## src/rtl/ldHazardPkg.sv

```systemverilog
package ldHazardPkg;
  parameter int unsigned HZ_DEPTH = 8;
  parameter int unsigned HZ_ADDRW = 32;
  localparam int unsigned HZ_IDXW = $clog2(HZ_DEPTH);

  typedef struct packed {
    logic [HZ_DEPTH-1:0] alloc;   // claim slot, address unknown
    logic [HZ_DEPTH-1:0] clear;   // release slot
    logic [HZ_DEPTH-1:0] addrWr;  // deliver address to slot
  } slotStrobes_t;
endpackage

```

## src/rtl/ldHazardCtrl.sv

```systemverilog
module ldHazardCtrl
  import ldHazardPkg::*;
#(
  parameter int unsigned DEPTH = HZ_DEPTH,
  localparam int unsigned IW = $clog2(DEPTH)
) (
  input  logic          clk,
  input  logic          rstN,
  input  logic [IW-1:0] headIdx,
  input  logic          allocValid,
  input  logic [IW-1:0] allocIdx,
  input  logic          addrValid,
  input  logic [IW-1:0] addrIdx,
  input  logic          commitValid,
  input  logic [IW-1:0] commitIdx,
  input  logic          flushValid,
  input  logic [IW-1:0] flushIdx,
  input  logic          flushAll,
  input  logic [IW-1:0] loadIdx,
  output slotStrobes_t  strobes,
  output logic [DEPTH-1:0] olderMask
);

  function automatic logic [IW-1:0] ageOf(input logic [IW-1:0] idx,
                                          input logic [IW-1:0] head);
    return idx - head;  // modulo DEPTH (power of two)
  endfunction

  logic [IW-1:0] loadAge;
  logic [IW-1:0] flushAge;

  assign loadAge  = ageOf(loadIdx, headIdx);
  assign flushAge = ageOf(flushIdx, headIdx);

  for (genvar i = 0; i < DEPTH; i++) begin : g_slot
    localparam logic [IW-1:0] SLOT = IW'(i);
    logic [IW-1:0] slotAge;
    assign slotAge = ageOf(SLOT, headIdx);

    assign olderMask[i]      = slotAge < loadAge;
    assign strobes.alloc[i]  = allocValid && (allocIdx == SLOT) && !flushAll;
    assign strobes.addrWr[i] = addrValid && (addrIdx == SLOT);
    assign strobes.clear[i]  = flushAll
                             || (commitValid && (commitIdx == SLOT))
                             || (flushValid && (slotAge > flushAge));
  end

  // stores leave strictly in order, from the head only
  a_r6_commit_at_head: assert property (@(posedge clk) disable iff (!rstN)
    commitValid |-> (commitIdx == headIdx));

endmodule

```

## src/rtl/ldHazardData.sv

```systemverilog
module ldHazardData
  import ldHazardPkg::*;
#(
  parameter int unsigned DEPTH = HZ_DEPTH,
  parameter int unsigned ADDRW = HZ_ADDRW
) (
  input  logic             clk,
  input  logic             rstN,
  input  slotStrobes_t     strobes,
  input  logic [ADDRW-1:0] addrValue,
  input  logic [ADDRW-1:0] loadAddr,
  output logic [DEPTH-1:0] hazardMask,
  output logic [DEPTH-1:0] liveMask
);

  logic [DEPTH-1:0] validQ;
  logic [DEPTH-1:0] knownQ;
  logic [ADDRW-1:0] addrQ [DEPTH];

  for (genvar i = 0; i < DEPTH; i++) begin : g_slot
    always_ff @(posedge clk) begin
      if (!rstN) begin
        validQ[i] <= 1'b0;
        knownQ[i] <= 1'b0;
        addrQ[i]  <= '0;
      end else if (strobes.alloc[i]) begin
        validQ[i] <= 1'b1;
        knownQ[i] <= 1'b0;
      end else if (strobes.clear[i]) begin
        validQ[i] <= 1'b0;
        knownQ[i] <= 1'b0;
      end else if (strobes.addrWr[i] && validQ[i]) begin
        knownQ[i] <= 1'b1;
        addrQ[i]  <= addrValue;
      end
    end

    // a live slot is a possible writer unless its known address differs
    assign hazardMask[i] = validQ[i] && (!knownQ[i] || (addrQ[i] == loadAddr));

    // allocation starts the slot live with no address
    a_r9_alloc_unknown: assert property (@(posedge clk) disable iff (!rstN)
      strobes.alloc[i] |=> (validQ[i] && !knownQ[i]));

    // address for a dead slot is dropped
    a_r9_dead_addr_ignored: assert property (@(posedge clk) disable iff (!rstN)
      (strobes.addrWr[i] && !validQ[i] && !strobes.alloc[i]) |=> !knownQ[i]);
  end

  assign liveMask = validQ;

endmodule

```

## src/rtl/ldHazardGate.sv

```systemverilog
module ldHazardGate
  import ldHazardPkg::*;
#(
  parameter int unsigned DEPTH = HZ_DEPTH,
  parameter int unsigned ADDRW = HZ_ADDRW,
  localparam int unsigned IW = $clog2(DEPTH)
) (
  input  logic             clk,
  input  logic             rstN,
  input  logic [IW-1:0]    headIdx,
  input  logic             allocValid,
  input  logic [IW-1:0]    allocIdx,
  input  logic             addrValid,
  input  logic [IW-1:0]    addrIdx,
  input  logic [ADDRW-1:0] addrValue,
  input  logic             commitValid,
  input  logic [IW-1:0]    commitIdx,
  input  logic             flushValid,
  input  logic [IW-1:0]    flushIdx,
  input  logic             flushAll,
  input  logic             loadValid,
  input  logic [IW-1:0]    loadIdx,
  input  logic [ADDRW-1:0] loadAddr,
  output logic             loadGrant
);

  slotStrobes_t     strobes;
  logic [DEPTH-1:0] olderMask;
  logic [DEPTH-1:0] hazardMask;
  logic [DEPTH-1:0] liveMask;

  ldHazardCtrl #(.DEPTH(DEPTH)) u_ctrl (
    .clk(clk), .rstN(rstN), .headIdx(headIdx),
    .allocValid(allocValid), .allocIdx(allocIdx),
    .addrValid(addrValid), .addrIdx(addrIdx),
    .commitValid(commitValid), .commitIdx(commitIdx),
    .flushValid(flushValid), .flushIdx(flushIdx), .flushAll(flushAll),
    .loadIdx(loadIdx), .strobes(strobes), .olderMask(olderMask)
  );

  ldHazardData #(.DEPTH(DEPTH), .ADDRW(ADDRW)) u_data (
    .clk(clk), .rstN(rstN), .strobes(strobes),
    .addrValue(addrValue), .loadAddr(loadAddr),
    .hazardMask(hazardMask), .liveMask(liveMask)
  );

  assign loadGrant = loadValid && ((olderMask & hazardMask) == '0);

  // no grant without a request
  a_r8_no_idle_grant: assert property (@(posedge clk) disable iff (!rstN)
    !loadValid |-> !loadGrant);

  // full flush leaves nothing live
  a_r7_flushall_empty: assert property (@(posedge clk) disable iff (!rstN)
    flushAll |=> (liveMask == '0));

endmodule

```

## config.mk

```make
export PLATFORM = sky130hd
export DESIGN_NAME = ldHazardGate
export DESIGN_NICKNAME = d
export VERILOG_FILES = /design/src/rtl/ldHazardPkg.sv /design/src/rtl/ldHazardCtrl.sv /design/src/rtl/ldHazardData.sv /design/src/rtl/ldHazardGate.sv
export SDC_FILE = /design/constraint.sdc
export NUM_CORES = 1
export LEC_CHECK = 0
export ABC_AREA = 1
export ABC_CLOCK_PERIOD_IN_PS = 8790
export CORE_ASPECT_RATIO = 2
export CORE_MARGIN = 2
export CORE_UTILIZATION = 58
export CTS_BUF_LIST = sky130_fd_sc_hd__clkbuf_4 sky130_fd_sc_hd__clkbuf_8
export DETAILED_ROUTE_END_ITERATION = 10
export HOLD_SLACK_MARGIN = 0.08
export PLACE_DENSITY = 0.84
export RECOVER_POWER = 100
export SYNTH_ARGS = -nofsm -noshare
export SYNTH_HDL_FRONTEND = slang
export SYNTH_SLANG_ARGS = --single-unit
```

## constraint.sdc

```tcl
create_clock -name clk -period 8.79 [get_ports clk]
set_clock_uncertainty 0.2 [all_clocks]
set_input_delay 1.3185 -clock clk [delete_from_list [all_inputs] [get_ports clk]]
set_output_delay 1.3185 -clock clk [all_outputs]
set_load 0.05 [all_outputs]
```

Word-level counts from Yosys, hierarchy flattened
Memories as Yosys holds them, arrays and structs flattened.
Cells that the tools add are included.

storage, ports and cells
  bits in registers = 16
  RAM bits = 256
  input port bits = 90
  output and inout bits = 1
  logic and storage cells = 257
  memories = 1

memory list
  name          depth  width  rd ports  clocked after Yosys merged registers in  write ports  line                RTL
  u_data.addrQ  8      32     8         0                                        8            ldHazardData.sv:18  logic [ADDRW-1:0] addrQ [DEPTH];

cells by class
  add/sub/neg operators = 10
  magnitude comparators = 16
  equality and inequality tests = 29
  muxes and demuxes = 65
  bitwise gates (word level) = 10
  reduce and logical (&&, ||, !) cells = 110

operators by type and width
  operator                                             number
  equality test 32 bit                                 8
  two-way mux 32 bit                                   8
  logical AND 1 bit                                    57
  two-way mux 1 bit                                    57
  equality test 3 bit, second input constant           12
  > comparator 3 bit                                   8
  logical OR 1 bit                                     24
  less-than comparator 3 bit                           8
  OR reduction 3 bit                                   8
  equality test 3 x 2 -> 1 bit, second input constant  6
  nonzero test 2 bit                                   8
  subtractor 3 bit, first input constant               4
  equality test 3 x 1 -> 1 bit, second input constant  3
  zero test 1 bit                                      9
  zero test 3 bit                                      3
  AND 8 bit                                            1
  zero test 8 bit                                      1
  OR 1 bit                                             8
  subtractor 1 x 3 -> 3 bit, first input constant      2
  subtractor 2 x 3 -> 3 bit, first input constant      2
  subtractor 3 bit                                     2
  inverter 1 bit                                       1

Logic depth before layout (Yosys ltp)
  word-level depth = 9
  depth in mapped cells = 18

Modules after synthesis
A second synthesis with hierarchy kept.

second synthesis, totals
  cells, all modules = 1644
  area, all modules = 14925.6 um2

modules (own cells, without submodules)
  module        times used  cells an instance  area an instance (um2)  seq. area each (um2)
  ldHazardData  1           1431               13716.9                 8007.7
  ldHazardCtrl  1           196                1142.3                  0.0
  ldHazardGate  1           17                 66.3                    0.0

Least setup slack after synthesis
OpenSTA, ideal clock, no wires.

  path kind = input-to-output
  start point = input port headIdx[1]
  end point = output port loadGrant
  arrival time = 3.610 ns
  required time = 7.272 ns
  setup slack = 3.661 ns
  stages = 15
  path buffers = 0
  cell sequence = inv_1 fa_1 xnor2_1 nand2_1 nand2_1 inv_1 ha_1 inv_1 nor2_1 nor3_1 nand2_1 nand2_1 inv_1 nand2_1 nor2_1

on the way
  word-level cells in the longest chain between the ends = 5

RTL lines
  what                                               line                RTL
  from (decl)                                        ldHazardGate.sv:10  input logic [IW-1:0] headIdx,
  subtractor 1 x 3 -> 3 bit (tied with other cells)  ldHazardCtrl.sv:26  return idx - head;
  less-than comparator 3 bit                         ldHazardCtrl.sv:40  assign olderMask[i] = slotAge < loadAge;
  AND 8 bit (*)                                      ldHazardGate.sv:47  assign loadGrant = loadValid && ((olderMask & hazardMask) == '0);
  zero test 8 bit (*)                                ldHazardGate.sv:47
  logical AND 1 bit (*)                              ldHazardGate.sv:47
  to (decl)                                          ldHazardGate.sv:24  output logic loadGrant

Mark *: on every way between the ends. The rest lies on a longest branch, timed or not.

==> flow_summary.toml <==
[clocking]
cts-htree-levels = 2
cts.sinks = 272
clock_latency_ps = 550
cts_setup_buffers = 0
clk_pin_slew_ps = 70
post_cts_resized = 0
cts-root-buf = "clkbuf_8"
cts_buffers = 36
cts_tree = "yes"
cts_buffer_depth = 3
ctsHoldBuffers = 0

[floorplanning]
die_w_um = 116.6
die-area_sq_mm = 0.02671
ios = 91
fp-row-count = 82
dieHeight_um = 229.1
initial_core_util = 0.5871
core_sq_mm = 0.02503

[drt]
routedWlPerCell_um = 17.96
drt_iter0_drc = 807
drtAntennaViolNets = 0
drc = 0
dr.pass1.iters = 5
wirelength_mm = 35.69
route.vias.total = 10572
viasPerCell = 5.321

[global_routing]
grt_max_degree = 69
overflow = 0
grt_first_pass_wirelength_mm = 56.49
first_global_vias = 10921
grtUsageTotal = 0.2795
antenna_found_initial = 0

[worst_hold_path]
min_path_cells = 2
min_from = "u_data.knownQ[2]"
min_to = "u_data.knownQ[2]"
hp-class = "register to register"

[yosys]
synthAdderAreaFrac = 0.01635
yosys_warnings = 0
ys_seq_area_frac = 0.5449
syn_area_per_cell_sq_um = 9.451
synth_top_area_frac = 0.5231
synth_area_leaders = "edfxtp_1, xnor2_1, nand2_1"
synth_area_leader_cell = "edfxtp_1"
yosys-mux-area-fraction = 0
synth_cells = 1555
synth_compound_area_frac = 0.02069
yosysUniqueCellTypes = 41
synthXorXnorAreaFrac = 0.1257
synth_top_family_by_area = "simple AND/OR/NAND/NOR gates"
ys_ff_latch = 272
synth_area_sq_mm = 0.01470
synth_nets = 1663
synth-simple-area-share = 0.2301

[power_and_ir_drop]
p_seq_frac = 0.527
clkPwrFrac = 0.348
swShare = 0.2493
power_mw = 2.795
p_int_mw = 2.098
p_comb_frac = 0.124
leakagePower_nw = 6.308
powerDensity_mw_per_mm2 = 172.1
vdd_drop_max_v = 0.0001235
p_switching_mw = 0.6969

[layout]
final_nets = 1736
area_delta_synth_final_pct = 10.49
n_fill_cell = 2052
multiInputGateArea_sq_mm = 0.005593
fin_area_sq_mm = 0.01624
layout-drive-gt1-share = 0.05148
utilization = 0.6486
layout_common_cells = "nand2_1, nor2_1, edfxtp_1"
diodes = 0
final_common_cell = "nand2_1"
regArea_sq_mm = 0.008008

[outcome]
failed_checks = "max-capacitance violations, max-slew violations"
outcome = "finished, violations left"

[run]
cap_violations = 14

[timing]
period_minus_slack_ps = 7016
fin_tns_setup_ps = 0
drv_slew = 468
tightestPinTransition_ps = 3118
hold_violations = 0
finalSetupViolCount = 0
rsz0062_at_grt = "false"
relSlewSlack = -1.079
max_freq_mhz = 142.5
finalCritPeriodShare = 0.7982

[worst_setup_path]
reg2reg_to = "u_data.addrQ[3][43]"
worstSetupStartpoint = "headIdx[0]"
crit_type = "input port to register"
arrival_ps = 6950
crit_path_start_kind = "input port"
reg2reg_setup_slack_ps = 4650
cp_max_fo = 34
reg2reg_from = "u_data.liveMask[7]"
cp.required_ps = 8730
ff2ff_path_depth = 3
worstSetupEndpointType = "register"

[placement]
gp_congestion = 0.8574
place_area_sq_mm = 0.01573
hpwl_mm = 25.13
io_buffers = 90
## layer usage
layer,share of wire,routed length [um],GRT usage
met5,0,0,0
met3,0.047,1683,0.03149
met4,0.072,2578,0.1790
met1,0.32,11380,0.2789
met2,0.56,20050,0.5258
## worst max-delay path: stages
cell,delay [ps]
dlygate4sd3_1,610
ha_1,220
inv_1,100
fa_1,420
inv_1,150
ha_1,260
a21o_1,180
nand2_1,90
nand2_1,60
nand3_1,70
o211ai_1,90
nor2_1,180
nand3_1,1080
nand2_1,1040
clkbuf_1,1010
## final cells by class
cell class	instances	share of cell area
inverters	144	0.03329
clock inverters	16	0.007320
well taps	336	0.02589
flip-flops and latches	272	0.4931
repair buffers	102	0.05895
multi-input cells	1072	0.3444
clock buffers	45	0.03699
## power groups by stage
stage	clock network (mW)	registers, mW	logic, mW
floorplan	0	1.50	0.239
finish	0.974	1.47	0.347
global route	1.03	1.48	0.383
detailed placement	0	1.50	0.352
CTS	0.977	1.47	0.355
global placement	0	1.50	0.341
## Yosys cell counts, drive strengths merged
| cell type | instances |
|---|---|
| nand2 | 367 |
| nor2 | 313 |
| edfxtp | 256 |
| xnor2 | 206 |
| inv | 143 |
| nor3 | 69 |
| buf | 55 |
| nand3 | 25 |
| dfxtp | 16 |
| ha | 16 |
| o21ai | 16 |
| a21oi | 15 |
| clkbuf | 12 |
| or2 | 10 |
| nand4 | 6 |
| nor4 | 5 |
| a211oi | 4 |
| a21o | 4 |
| o211ai | 4 |
| xor2 | 4 |
| a21boi | 2 |
| fa | 2 |
| o22ai | 2 |
| and3 | 1 |
| clkinv | 1 |
| o31ai | 1 |
## cells by family after synthesis
logic type      Yosys count
fa+ha+maj                18
compound gates           48
flops                   272
buf+inv                 211
simple gates            796
xor+xnor                210
## how the worst max path moves through the flow
stage | end | slack, ps | depth (start not counted)
after CTS | loadGrant | 2440 | 17
after detailed placement | loadGrant | 2460 | 17
final | u_data.addrQ[3][43] | 1770 | 15
after global routing | u_data.addrQ[3][37] | 1520 | 15
after global placement | loadGrant | 2550 | 17
after floorplan | loadGrant | 3660 | 15
## stage by stage
step           hold WS [ps]  std cells  worst slack (ps)
2_1_floorplan         247.2       1555              3661
3_3_place_gp          258.7       1926              2545
3_5_place_dp          263.0       1926              2462
4_1_cts               283.2       1987              2441
5_1_grt               305.3       1987              1517
6_report              281.4       1987              1774
## flip-flops by register name, summed over array words and instances, names as in the netlist
signal / flops
u_data.liveMask: 8
u_data.addrQ: 256
u_data.knownQ: 8
(Power assumes the default switching activity.)
